## config.mk

```make
export PLATFORM = sky130hd
export DESIGN_NAME = card_clk_ctrl
export DESIGN_NICKNAME = d
export VERILOG_FILES = /design/src/rtl/cardclk_pkg.sv /design/src/rtl/cardclk_pwr_seq.sv /design/src/rtl/cardclk_gate.sv /design/src/rtl/cardclk_div.sv /design/src/rtl/card_clk_ctrl.sv
export SDC_FILE = /design/constraint.sdc
export NUM_CORES = 1
export LEC_CHECK = 0
export ABC_AREA = 1
export BUFFER_PORTS_ARGS = -buffer_cell sky130_fd_sc_hd__buf_2
export CAP_MARGIN = 10
export CORE_MARGIN = 1
export CORE_UTILIZATION = 40
export DETAILED_ROUTE_END_ITERATION = 7
export GPL_TIMING_DRIVEN = 0
export SYNTH_ARGS = -nofsm -noshare
export SYNTH_HDL_FRONTEND = slang
export SYNTH_SLANG_ARGS = --single-unit
export TNS_END_PERCENT = 1
```

## constraint.sdc

```tcl
create_clock -name clk -period 4.1 [get_ports clk]
set_input_delay 0.82 -clock clk [delete_from_list [all_inputs] [get_ports clk]]
set_output_delay 0.82 -clock clk [all_outputs]
set_load 0.02 [all_outputs]
```

## src/rtl/cardclk_pkg.sv

```systemverilog
package cardclk_pkg;

  // Power phase of the card bus; the codes match the request field.
  typedef enum logic [1:0] {
    PH_OFF = 2'b00,
    PH_UP  = 2'b10,
    PH_ON  = 2'b11
  } pwr_ph_e;

  localparam logic [1:0] REQ_UP = 2'b10;
  localparam logic [1:0] REQ_ON = 2'b11;

endpackage

```

## src/rtl/cardclk_pwr_seq.sv

```systemverilog
module cardclk_pwr_seq
  import cardclk_pkg::*;
#(
  parameter int PUP_CYCLES = 16
) (
  input  logic       clk,
  input  logic       rst_n,
  input  logic [1:0] phase_req,
  output pwr_ph_e    state_o
);

  localparam int CW = (PUP_CYCLES > 1) ? $clog2(PUP_CYCLES) : 1;
  localparam logic [CW-1:0] LAST = CW'(PUP_CYCLES - 1);

  pwr_ph_e       st_q, st_d;
  logic [CW-1:0] cnt_q, cnt_d;
  logic          settled;
  logic          want_pwr;

  always_comb begin
    settled  = (cnt_q == LAST);
    want_pwr = (phase_req == REQ_UP) || (phase_req == REQ_ON);
    st_d     = st_q;
    unique case (st_q)
      PH_OFF: if (want_pwr) st_d = PH_UP;
      PH_UP: begin
        if (!want_pwr)                            st_d = PH_OFF;
        else if (phase_req == REQ_ON && settled)  st_d = PH_ON;
      end
      PH_ON: begin
        if (phase_req == REQ_UP)      st_d = PH_UP;
        else if (phase_req != REQ_ON) st_d = PH_OFF;
      end
      default: st_d = PH_OFF;
    endcase
    if (st_q == PH_UP) cnt_d = settled ? cnt_q : cnt_q + 1'b1;
    else               cnt_d = '0;
  end

  always_ff @(posedge clk or negedge rst_n) begin
    if (!rst_n) begin
      st_q  <= PH_OFF;
      cnt_q <= '0;
    end else begin
      st_q  <= st_d;
      cnt_q <= cnt_d;
    end
  end

  assign state_o = st_q;

  // power-on is only ever entered from a settled power-up phase
  p_on_via_up_r1: assert property (@(posedge clk) disable iff (!rst_n)
    (st_q == PH_ON && $past(st_q) != PH_ON) |-> ($past(st_q) == PH_UP && $past(settled)));

  // the off phase never jumps straight to power-on
  p_off_not_on_r1: assert property (@(posedge clk) disable iff (!rst_n)
    ($past(st_q) == PH_OFF) |-> (st_q != PH_ON));

endmodule

```

## src/rtl/cardclk_gate.sv

```systemverilog
module cardclk_gate (
  input  logic powered,
  input  logic clk_en,
  input  logic pwrsave_en,
  input  logic bus_idle,
  input  logic flowctl_en,
  input  logic dir_send,
  input  logic tx_empty,
  input  logic rx_full,
  output logic run
);

  logic starve;
  logic stall;
  logic doze;

  always_comb begin
    starve = dir_send ? tx_empty : rx_full;
    stall  = flowctl_en && starve;
    doze   = pwrsave_en && bus_idle;
    run    = powered && clk_en && !doze && !stall;
  end

endmodule

```

## src/rtl/cardclk_div.sv

```systemverilog
module cardclk_div #(
  parameter int DIV_W = 8
) (
  input  logic             clk,
  input  logic             rst_n,
  input  logic             run,
  input  logic [DIV_W-1:0] div_val,
  input  logic             bypass,
  output logic             card_clk,
  output logic             strobe
);

  localparam int NW = DIV_W + 2;

  logic [DIV_W-1:0] div_q, div_d;
  logic             byp_q, byp_d;
  logic [NW-1:0]    cnt_q, cnt_d;
  logic             clk_q, clk_d;
  logic             gate_n, gate_d;
  logic [NW-1:0]    n_cur, n_nxt, hi_len, cnt_inc;
  logic             wrap, ld_div_mode, ld_byp, ld_div;

  always_comb begin
    n_cur       = NW'(div_q) + NW'(2);
    hi_len      = n_cur >> 1;
    wrap        = (cnt_q >= n_cur - NW'(1));
    cnt_inc     = cnt_q + NW'(1);
    gate_d      = run && byp_q && bypass;
    ld_div_mode = !byp_q && !clk_q && wrap;
    ld_byp      = byp_q ? !gate_n : ld_div_mode;
    ld_div      = byp_q || ld_div_mode;
    byp_d       = ld_byp ? bypass : byp_q;
    div_d       = ld_div ? div_val : div_q;
    n_nxt       = NW'(div_d) + NW'(2);
    cnt_d       = cnt_q;
    clk_d       = clk_q;
    if (byp_d) begin
      clk_d = 1'b0;
    end else if (byp_q) begin
      cnt_d = n_nxt - NW'(1);
      clk_d = 1'b0;
    end else if (clk_q) begin
      cnt_d = cnt_inc;
      clk_d = (cnt_inc < hi_len);
    end else if (wrap) begin
      if (run) begin
        cnt_d = '0;
        clk_d = 1'b1;
      end else begin
        cnt_d = n_nxt - NW'(1);
        clk_d = 1'b0;
      end
    end else begin
      cnt_d = cnt_inc;
      clk_d = 1'b0;
    end
    strobe = byp_q ? gate_d : (run && !clk_q && wrap && !bypass);
  end

  always_ff @(posedge clk or negedge rst_n) begin
    if (!rst_n) begin
      div_q <= '0;
      byp_q <= 1'b0;
      cnt_q <= '0;
      clk_q <= 1'b0;
    end else begin
      div_q <= div_d;
      byp_q <= byp_d;
      cnt_q <= cnt_d;
      clk_q <= clk_d;
    end
  end

  // Bypass gate opens and closes only while the adapter clock is low.
  always_ff @(negedge clk or negedge rst_n) begin
    if (!rst_n) gate_n <= 1'b0;
    else        gate_n <= gate_d;
  end

  assign card_clk = byp_q ? (clk & gate_n) : clk_q;

  // a divided-mode strobe is followed by a rising card clock
  p_strobe_rise_r6: assert property (@(posedge clk) disable iff (!rst_n)
    (strobe && !byp_q) |=> clk_q);

  // divider value is replaced only while the divided clock was low
  p_div_change_low_r9: assert property (@(posedge clk) disable iff (!rst_n)
    (div_q != $past(div_q) && !$past(byp_q)) |-> !$past(clk_q));

  // leaving bypass only after the gate has closed
  p_byp_exit_closed_r9: assert property (@(posedge clk) disable iff (!rst_n)
    ($past(byp_q) && !byp_q) |-> !$past(gate_n));

  // a stopped divided clock at its boundary stays low
  p_stop_low_r11: assert property (@(posedge clk) disable iff (!rst_n)
    (!byp_q && !run && !clk_q && wrap) |=> !clk_q);

endmodule

```

## src/rtl/card_clk_ctrl.sv

```systemverilog
module card_clk_ctrl
  import cardclk_pkg::*;
#(
  parameter int DIV_W      = 8,
  parameter int BUS_W      = 9,
  parameter int PUP_CYCLES = 16
) (
  input  logic             clk,
  input  logic             rst_n,
  input  logic [1:0]       phase_req,
  input  logic             clk_en,
  input  logic [DIV_W-1:0] div_val,
  input  logic             bypass,
  input  logic             pwrsave_en,
  input  logic             flowctl_en,
  input  logic             bus_idle,
  input  logic             dir_send,
  input  logic             tx_empty,
  input  logic             rx_full,
  input  logic [BUS_W-1:0] oe_req,
  output logic             card_clk,
  output logic             clk_strobe,
  output logic [BUS_W-1:0] bus_oe
);

  logic [1:0] rs_q;
  logic       rst_ni;
  pwr_ph_e    phase;
  logic       powered;
  logic       run;

  always_ff @(posedge clk or negedge rst_n) begin
    if (!rst_n) rs_q <= 2'b00;
    else        rs_q <= {rs_q[0], 1'b1};
  end
  assign rst_ni = rs_q[1];

  cardclk_pwr_seq #(.PUP_CYCLES(PUP_CYCLES)) u_pwr (
    .clk       (clk),
    .rst_n     (rst_ni),
    .phase_req (phase_req),
    .state_o   (phase)
  );

  assign powered = (phase == PH_ON);

  cardclk_gate u_gate (
    .powered    (powered),
    .clk_en     (clk_en),
    .pwrsave_en (pwrsave_en),
    .bus_idle   (bus_idle),
    .flowctl_en (flowctl_en),
    .dir_send   (dir_send),
    .tx_empty   (tx_empty),
    .rx_full    (rx_full),
    .run        (run)
  );

  cardclk_div #(.DIV_W(DIV_W)) u_div (
    .clk      (clk),
    .rst_n    (rst_ni),
    .run      (run),
    .div_val  (div_val),
    .bypass   (bypass),
    .card_clk (card_clk),
    .strobe   (clk_strobe)
  );

  for (genvar i = 0; i < BUS_W; i++) begin : g_oe
    assign bus_oe[i] = oe_req[i] & powered;
  end

  // no strobe leaves the block unless the bus is in power-on
  p_quiet_unpowered_r3: assert property (@(posedge clk) disable iff (!rst_ni)
    (phase != PH_ON) |-> !clk_strobe);

  // with the clock disabled no strobe is produced
  p_no_strobe_disabled_r10: assert property (@(posedge clk) disable iff (!rst_ni)
    (!clk_en) |-> !clk_strobe);

endmodule

```

==> impl_metrics.json, run 1 <==
{
  "synth_compound_area_frac": 0.130,
  "netlist_instances": 361,
  "antenna_cells": 0,
  "hold_path.class": "input port to asynchronous set/reset pin",
  "synthFlopType": "dfrtp_1",
  "drv_slew": 0,
  "finish.utilization": 0.541,
  "core-area_mm2": 0.00631,
  "ys_types": 39,
  "maxCapViolations": 0,
  "synth-adder-area-share": 0.110,
  "drcViolationCount": 0,
  "path_clk_slew_ps": 60,
  "area_growth_pct": 30.5,
  "fin_cells": 503,
  "grt_usage": 0.196,
  "die_w_um": 82.9,
  "regArea_um2": 727,
  "dp_cells": 477,
  "grt_pass1_wl_mm": 10.6,
  "via_per_inst": 4.80,
  "ys_seq_elements": 29,
  "seq_area_frac_synth": 0.277,
  "synth_top_area_share": 0.268,
  "critPathMaxFanout": 2,
  "clock_skew_ps": 21.5,
  "status": "finished clean",
  "port_buffers": 39,
  "relSlewSlack": 0.608,
  "dp_slack_ps": -67.9,
  "start_util": 0.414,
  "antenna_found_initial": 0,
  "wire_per_inst_um": 12.4,
  "required_ps": 3280,
  "io_pins": 40,
  "whs_ps": 199,
  "crit_path_end_kind": "output pin",
  "layout-drive-gt1-share": 0.329,
  "grt-ovfl-total": 0,
  "synthTopCellsByArea": "dfrtp_1 (27%), ha_1 (11%), inv_1 (9.8%), nand2_1 (9.8%), nand3_1 (5.4%)",
  "critPathKind": "register to output pin",
  "drt_iter0_drc": 110,
  "grt_max_degree": 28,
  "yosys.area.top_type": "dfrtp_1",
  "synth_nets": 413,
  "fillers": 605,
  "placed_cell_area_mm2": 0.00291,
  "clock_latency_ps": 410,
  "die_h_um": 82.9,
  "dieArea_mm2": 0.00687,
  "yosys.area_share.simple": 0.303,
  "hold_violations": 0,
  "rsz0062_at_grt": "yes",
  "gp_congestion": 0.848,
  "muxShareOfSynthArea": 0,
  "first_global_vias": 2372,
  "drtPass1Iterations": 4,
  "arrival_ps": 3220,
  "synth_edf_count": 0,
  "fin_ws_ps": 57.3,
  "num_vias": 2413,
  "ys_async_sr_fraction": 1.00,
  "p_per_area_mw_per_mm2": 950,
  "avgSynthCellArea_um2": 7.25,
  "place_hpwl_mm": 4.76,
  "worst_pin_slew_ps": 588,
  "r2r_cells": 23,
  "row_count": 29,
  "antenna_left": 0,
  "setup-violations-final": 0,
  "leakagePower_nw": 1.81,
  "syn-cell-area_mm2": 0.00262,
  "synth_warnings": 0,
  "nets": 477,
  "routed_wl_mm": 6.23,
  "cts_tree": "yes",
  "start_kind": "register",
  "multiInputGateArea_mm2": 0.00182,
  "synth_top_family_by_area": "simple AND/OR/NAND/NOR gates",
  "ctsHoldBuffers": 0,
  "ff2ff_setup_slack_ps": 250,
  "synth-xor-area-share": 0.0703,
  "peakVddDrop_mv": 0.586,
  "design_area_mm2": 0.00341
}
[worst paths after layout]
path,startpoint,endpoint
hold / removal,rst_n,rs_q[0]
setup / recovery,u_div.gate_n,card_clk
max in group asynchronous,rs_q[1],u_div.gate_n
setup reg to reg,u_div.div_q[2],u_div.cnt_q[2]
hold reg to reg,rs_q[1],u_div.cnt_q[9]
min in group clk,rs_q[0],rs_q[1]
[flip-flops by register name, summed over array words and instances (netlist names)]
register,cells
u_div.div_q,8
u_div.clk_q,1
u_div.cnt_q,10
u_pwr.state_o,2
u_pwr.cnt_q,4
u_div.gate_n,1
rs_q,2
u_div.byp_q,1
[layout by cell type (no fill, tap or decap), types with 2 or more instances in the layout]
cell,netlist,routed
inv_1,68,63
nand2_1,68,62
buf_2,0,38
nor2_1,36,31
dfrtp_1,28,27
nand3_1,28,21
ha_1,23,20
nand2_2,12,15
buf_4,1,14
a21oi_1,14,13
xor2_1,16,12
nand3_2,4,10
o21ai_0,8,8
clkbuf_8,0,8
inv_2,2,7
nor2_2,4,6
nand2_4,3,6
nand4_1,5,5
xnor2_1,5,5
a21oi_2,4,5
nor2_4,1,4
xor2_2,0,4
o21ai_2,3,3
a22oi_1,3,3
ha_4,0,3
nor3_4,0,2
buf_6,1,2
o21ai_4,2,2
o2111ai_1,2,2
nor3_1,4,2
a221oi_1,2,2
a31oi_1,2,2
[timing repair]
item / 4_1_cts / 5_1_grt
pin swaps: 9 / 22
setup endpoints to repair: 5 / 8
endpoints found under the hold margin: 0 / 0
gates resized for setup: 18 / 35
gates cloned: 0 / 0
buffers inserted: 5 / 9
[worst max-delay path, stage by stage, from the launching register on]
cell and delay, ps:
dfrtn_1 420, nand3_1 70, o21ai_0 80, buf_2 190
[layout make-up]
cell class                 count  area share
tap                           77      0.0282
clock buffer                  10      0.0348
sequential                    29       0.213
multi-input combinational    260       0.533
clock inverter                 2      0.0103
timing repair buffer          53      0.0986
inverter                      70      0.0770
buffer                         2     0.00550
[synthesized netlist by cell type, types with 5 or more instances]
| cell type | n |
|---|---|
| inv_1 | 68 |
| nand2_1 | 68 |
| nor2_1 | 36 |
| dfrtp_1 | 28 |
| nand3_1 | 28 |
| ha_1 | 23 |
| xor2_1 | 16 |
| a21oi_1 | 14 |
| nand2_2 | 12 |
| o21ai_0 | 8 |
| nand4_1 | 5 |
| xnor2_1 | 5 |
[logic make-up after synthesis]
logic type,after synthesis
AO/OA/AOI/OAI,48
XOR/XNOR,21
adder cells (fa/ha/maj),23
buffers and inverters,72
flip-flops,29
other,1
AND/OR/NAND/NOR,167
[layer usage]
layer	GRT usage	routed length [um]
met5	0	0
met4	0.102	132
met3	0.0547	174
met2	0.311	2970
met1	0.243	2950
[report_power, final]
part | leakage, nW | internal [mW] | switching [mW]
combinational | 1.37 | 0.928 | 1.42
clock | 0.0845 | 0.242 | 0.130
sequential | 0.355 | 0.397 | 0.121
[metrics by stage]
stage               TNS (ps)  power [mW]
floorplan                  0        2.05
CTS                        0        2.96
global route            -128        3.57
global placement       -75.5        2.44
detailed placement      -141        2.48
finish                     0        3.24
Power figures use the tool's default switching activity.
==> run 2: changes to the inputs <==
Settings changed: CORE_UTILIZATION 40 to 35.
==> impl_metrics.json, run 2 (synthesized netlist as in run 1, its figures left out) <==
{
  "status": "finished clean",
  "peakVddDrop_mv": 0.526,
  "port_buffers": 39,
  "fin_ws_ps": 74.8,
  "p_per_area_mw_per_mm2": 937,
  "final_cell_mix": "inv_1 (63), nand2_1 (62), buf_2 (37)",
  "maxCapViolations": 0,
  "gp_congestion": 0.846,
  "ctsHoldBuffers": 0,
  "nets": 472,
  "fin_cells": 520,
  "clock_latency_ps": 410,
  "critPathKind": "register to output pin",
  "row_count": 31,
  "path_clk_slew_ps": 60,
  "die_w_um": 88.5,
  "grt-ovfl-total": 0,
  "ff2ff_setup_slack_ps": 250,
  "layout_commonest_cell": "inv_1",
  "drt_iter0_drc": 104,
  "dieArea_mm2": 0.00783,
  "antenna_cells": 0,
  "layout-drive-gt1-share": 0.328,
  "area_growth_pct": 31.7,
  "start_util": 0.361,
  "core-area_mm2": 0.00725,
  "start_kind": "register",
  "clock_skew_ps": 20.6,
  "first_global_vias": 2406,
  "antenna_left": 0,
  "wire_per_inst_um": 12.5,
  "dp_cells": 499,
  "worst_pin_slew_ps": 555,
  "via_per_inst": 4.72,
  "whs_ps": 195,
  "critPathMaxFanout": 2,
  "routed_wl_mm": 6.48,
  "hold_violations": 0,
  "hold_path.class": "input port to asynchronous set/reset pin",
  "grt_pass1_wl_mm": 10.8,
  "num_vias": 2455,
  "leakagePower_nw": 1.77,
  "io_pins": 40,
  "drtPass1Iterations": 6,
  "die_h_um": 88.5,
  "required_ps": 3280,
  "setup-violations-final": 0,
  "place_hpwl_mm": 4.83,
  "drcViolationCount": 0,
  "arrival_ps": 3210,
  "largest-register": "u_div.cnt_q",
  "design_area_mm2": 0.00344,
  "crit_path_end_kind": "output pin",
  "dp_slack_ps": -107,
  "grt_max_degree": 28,
  "largestRegisters": "u_div.cnt_q: 10 flops, u_div.div_q: 8 flops, u_pwr.cnt_q: 4 flops",
  "largest_reg_flops": 10,
  "rsz0062_at_grt": "yes",
  "grt_usage": 0.185,
  "cts_tree": "yes",
  "drv_slew": 0,
  "relSlewSlack": 0.630,
  "placed_cell_area_mm2": 0.00294,
  "antenna_found_initial": 0
}
==> run 2: cell count changes in the layout (fill, tap and decap cells not counted), sizes merged <==
cell / delta
clkinvlp: +1
bufinv: -1
buf: -5
clkinv: -1
clkbuf: +1
==> run 2: area by class of cell <==
class | count | area (um2)
clock inverters | 1 | 7.51
plain buffers | 2 | 18.8
inverters | 70 | 265
multi-input cells | 260 | 1870
repair buffers | 48 | 299
clock buffers | 11 | 135
well taps | 99 | 124
flip-flops and latches | 29 | 729
fillers | 697 | 3810
==> run 2: what timing repair did <==
item / CTS / global route
setup buffers: 4 / 5
endpoints found under the hold margin: 0 / 0
gates cloned: 0 / 0
setup endpoints to repair: 6 / 10
pin swaps: 9 / 20
gates resized for setup: 22 / 42
==> run 2: stage by stage <==
stage / power [mW] / utilization / setup TNS (ps)
floorplan: 2.05 / - / 0
global placement: 2.45 / 0.405 / -76.3
detailed placement: 2.48 / 0.405 / -214
CTS: 2.93 / 0.437 / 0
global route: 3.55 / 0.475 / -22.3
finish: 3.23 / 0.475 / 0
==> run 2: critical path, stage by stage, from the launching register on <==
cell	delay, ps
dfrtn_1	410
nand3_1	80
o21ai_1	90
buf_4	160
==> run 2: per-layer routing <==
layer	share of wire	vias to the layer above	track usage	wire [um]
li1	-	1269	-	-
met1	0.46	1133	0.220	2990
met2	0.48	35	0.299	3120
met3	0.028	18	0.0504	183
met4	0.029	0	0.113	187
met5	0	-	0	0
==> run 2: path summary, 6_finish.rpt <==
path	from	end	depth (start not counted)
worst max-delay path	u_div.gate_n	card_clk	3
worst max register to register	u_div.div_q[2]	u_div.cnt_q[9]	26
worst min register to register	rs_q[1]	u_pwr.state_o[1]	0
max in group asynchronous	rs_q[1]	u_div.gate_n	0
worst min-delay path	rst_n	rs_q[1]	1
min in group clk	rs_q[0]	rs_q[1]	0
==> run 2: report_power, final <==
| group | total, mW | internal (mW) | switching, mW |
|---|---|---|---|
| clock | 0.334 | 0.199 | 0.136 |
| combinational | 2.37 | 0.923 | 1.44 |
| sequential | 0.525 | 0.399 | 0.126 |
==> run 3: changes to the inputs <==
Settings changed: CAP_MARGIN 10 to 20, CORE_UTILIZATION 35 to 50, PLACE_DENSITY set to 0.72.
==> impl_metrics.json, run 3 (synthesized netlist as in run 1, its figures left out) <==
{
  "critPathMaxFanout": 3,
  "fin_crit_ps": 4080,
  "core-area_mm2": 0.00488,
  "via_per_inst": 5.07,
  "drcViolationCount": 0,
  "die_w_um": 74.3,
  "r2r_start": "u_div.div_q[2]",
  "largest_reg_flops": 10,
  "first_global_vias": 2328,
  "maxCapViolations": 0,
  "port_buffers": 39,
  "drt_iter0_drc": 149,
  "largestRegisters": "u_div.cnt_q: 10 flops, u_div.div_q: 8 flops, u_pwr.cnt_q: 4 flops",
  "arrival_ps": 3260,
  "hold_violations": 0,
  "start_util": 0.536,
  "crit_path_end_kind": "output pin",
  "setup-violations-final": 0,
  "globalRouteMet2Util": 0.411,
  "grt-ovfl-total": 0,
  "period_share": 0.995,
  "required_ps": 3280,
  "io_pins": 40,
  "cp-startpoint": "u_div.div_q[2]",
  "layout-drive-gt1-share": 0.336,
  "whs_ps": 189,
  "clock_latency_ps": 420,
  "worst_pin_slew_ps": 538,
  "rsz0062_at_grt": "yes",
  "grt_most_used_layer": "met2",
  "cts_tree": "yes",
  "status": "finished clean",
  "fin_cells": 496,
  "row_count": 25,
  "p_per_area_mw_per_mm2": 982,
  "gr-usage-met3": 0.0678,
  "routed_wl_mm": 6.58,
  "start_kind": "register",
  "ctsHoldBuffers": 0,
  "grt_max_degree": 19,
  "num_vias": 2516,
  "dieArea_mm2": 0.00553,
  "leakagePower_nw": 1.84,
  "grt_usage": 0.253,
  "max_freq_mhz": 245,
  "die_h_um": 74.3,
  "fin_tns_setup_ps": 0,
  "final_cell_mix": "inv_1 (64), nand2_1 (61), buf_2 (37)",
  "grt_use_met1": 0.317,
  "layout_commonest_cell": "inv_1",
  "grt_pass1_wl_mm": 10.3,
  "wire_per_inst_um": 13.3,
  "clock_skew_ps": 18.0,
  "largest-register": "u_div.cnt_q",
  "drv_slew": 0,
  "dp_cells": 468,
  "nets": 480,
  "relSlewSlack": 0.641,
  "drtPass1Iterations": 4,
  "place_hpwl_mm": 4.67,
  "ff2ff_setup_slack_ps": 100,
  "area_growth_pct": 33.1,
  "peakVddDrop_mv": 0.650,
  "antenna_left": 0,
  "antenna_found_initial": 0,
  "fillers": 385,
  "critPathKind": "register to output pin",
  "hold_path.class": "input port to asynchronous set/reset pin",
  "gp_congestion": 0.815,
  "antenna_cells": 0,
  "path_clk_slew_ps": 70
}
## run 3: cell types whose count changed in the layout (fill, tap and decap cells not counted), moves of 2 or more
cell / before / now
buf_4: 10 / 17
xor2_1: 12 / 14
dfrtp_1: 25 / 27
dfrtp_2: 3 / 1
buf_6: 2 / 4
bufinv_16: 0 / 2
ha_1: 19 / 21
nor2_2: 3 / 5
ha_4: 4 / 2
xor2_2: 3 / 0
## run 3: where the power goes
part           switching [mW]  internal [mW]  total (mW)
sequential              0.129          0.396       0.526
clock                   0.145          0.304       0.449
combinational            1.47          0.970        2.44
## run 3: cell type report
class                           instances  area (um2)  share of cell area
Buffer                                  2        18.8             0.00539
Clock buffer                            9         121              0.0349
Sequential cell                        29         727               0.209
Timing Repair Buffer                   56         355               0.102
Clock inverter                          3        65.1              0.0187
Tap cell                               67        83.8              0.0241
Inverter                               70         265              0.0762
Multi-Input combinational cell        260        1850               0.530
## run 3: final timing paths
kind | endpoint | cells after the start
min in group clk | rs_q[1] | 0
hold reg to reg | u_div.div_q[3] | 0
max in group asynchronous | u_div.gate_n | 1
setup / recovery | clk_strobe | 17
hold / removal | rs_q[1] | 1
setup reg to reg | u_div.cnt_q[4] | 24
## run 3: routing by layer
| metal | vias up | wire, um |
|---|---|---|
| met5 | - | 0 |
| met4 | 0 | 99 |
| met3 | 12 | 258 |
| met2 | 54 | 3250 |
| met1 | 1160 | 2970 |
| li1 | 1290 | - |
## run 3: timing repair
item,in CTS,in global routing
setup endpoints to repair,8,10
pin swaps,8,17
resized for setup,20,41
buffers inserted,11,6
## run 3: worst max-delay path: stages, from the launching register on
cell and delay, ps:
dfrtp_1 420, ha_4 210, nand2_4 70, nor3_2 190, xor2_1 260, inv_1 130
nor3_2 140, xor2_1 180, ha_1 260, nand2_2 110, a21oi_2 40, nor2_2 160
nand3_4 110, nand2_4 80, or2_4 110, inv_2 40, a31o_4 210, buf_6 130
## run 3: stage by stage
| stage | setup slack [ps] | total power [mW] | util | area, um2 |
|---|---|---|---|---|
| detailed placement | -102 | 2.46 | 0.599 | 2920 |
| global route | -173 | 3.72 | 0.714 | 3480 |
| finish | 18.9 | 3.42 | 0.714 | 3480 |
| CTS | -0.640 | 3.08 | 0.664 | 3240 |
| global placement | -60.1 | 2.41 | 0.593 | 2900 |
| floorplan | 518 | 2.05 | - | 2620 |
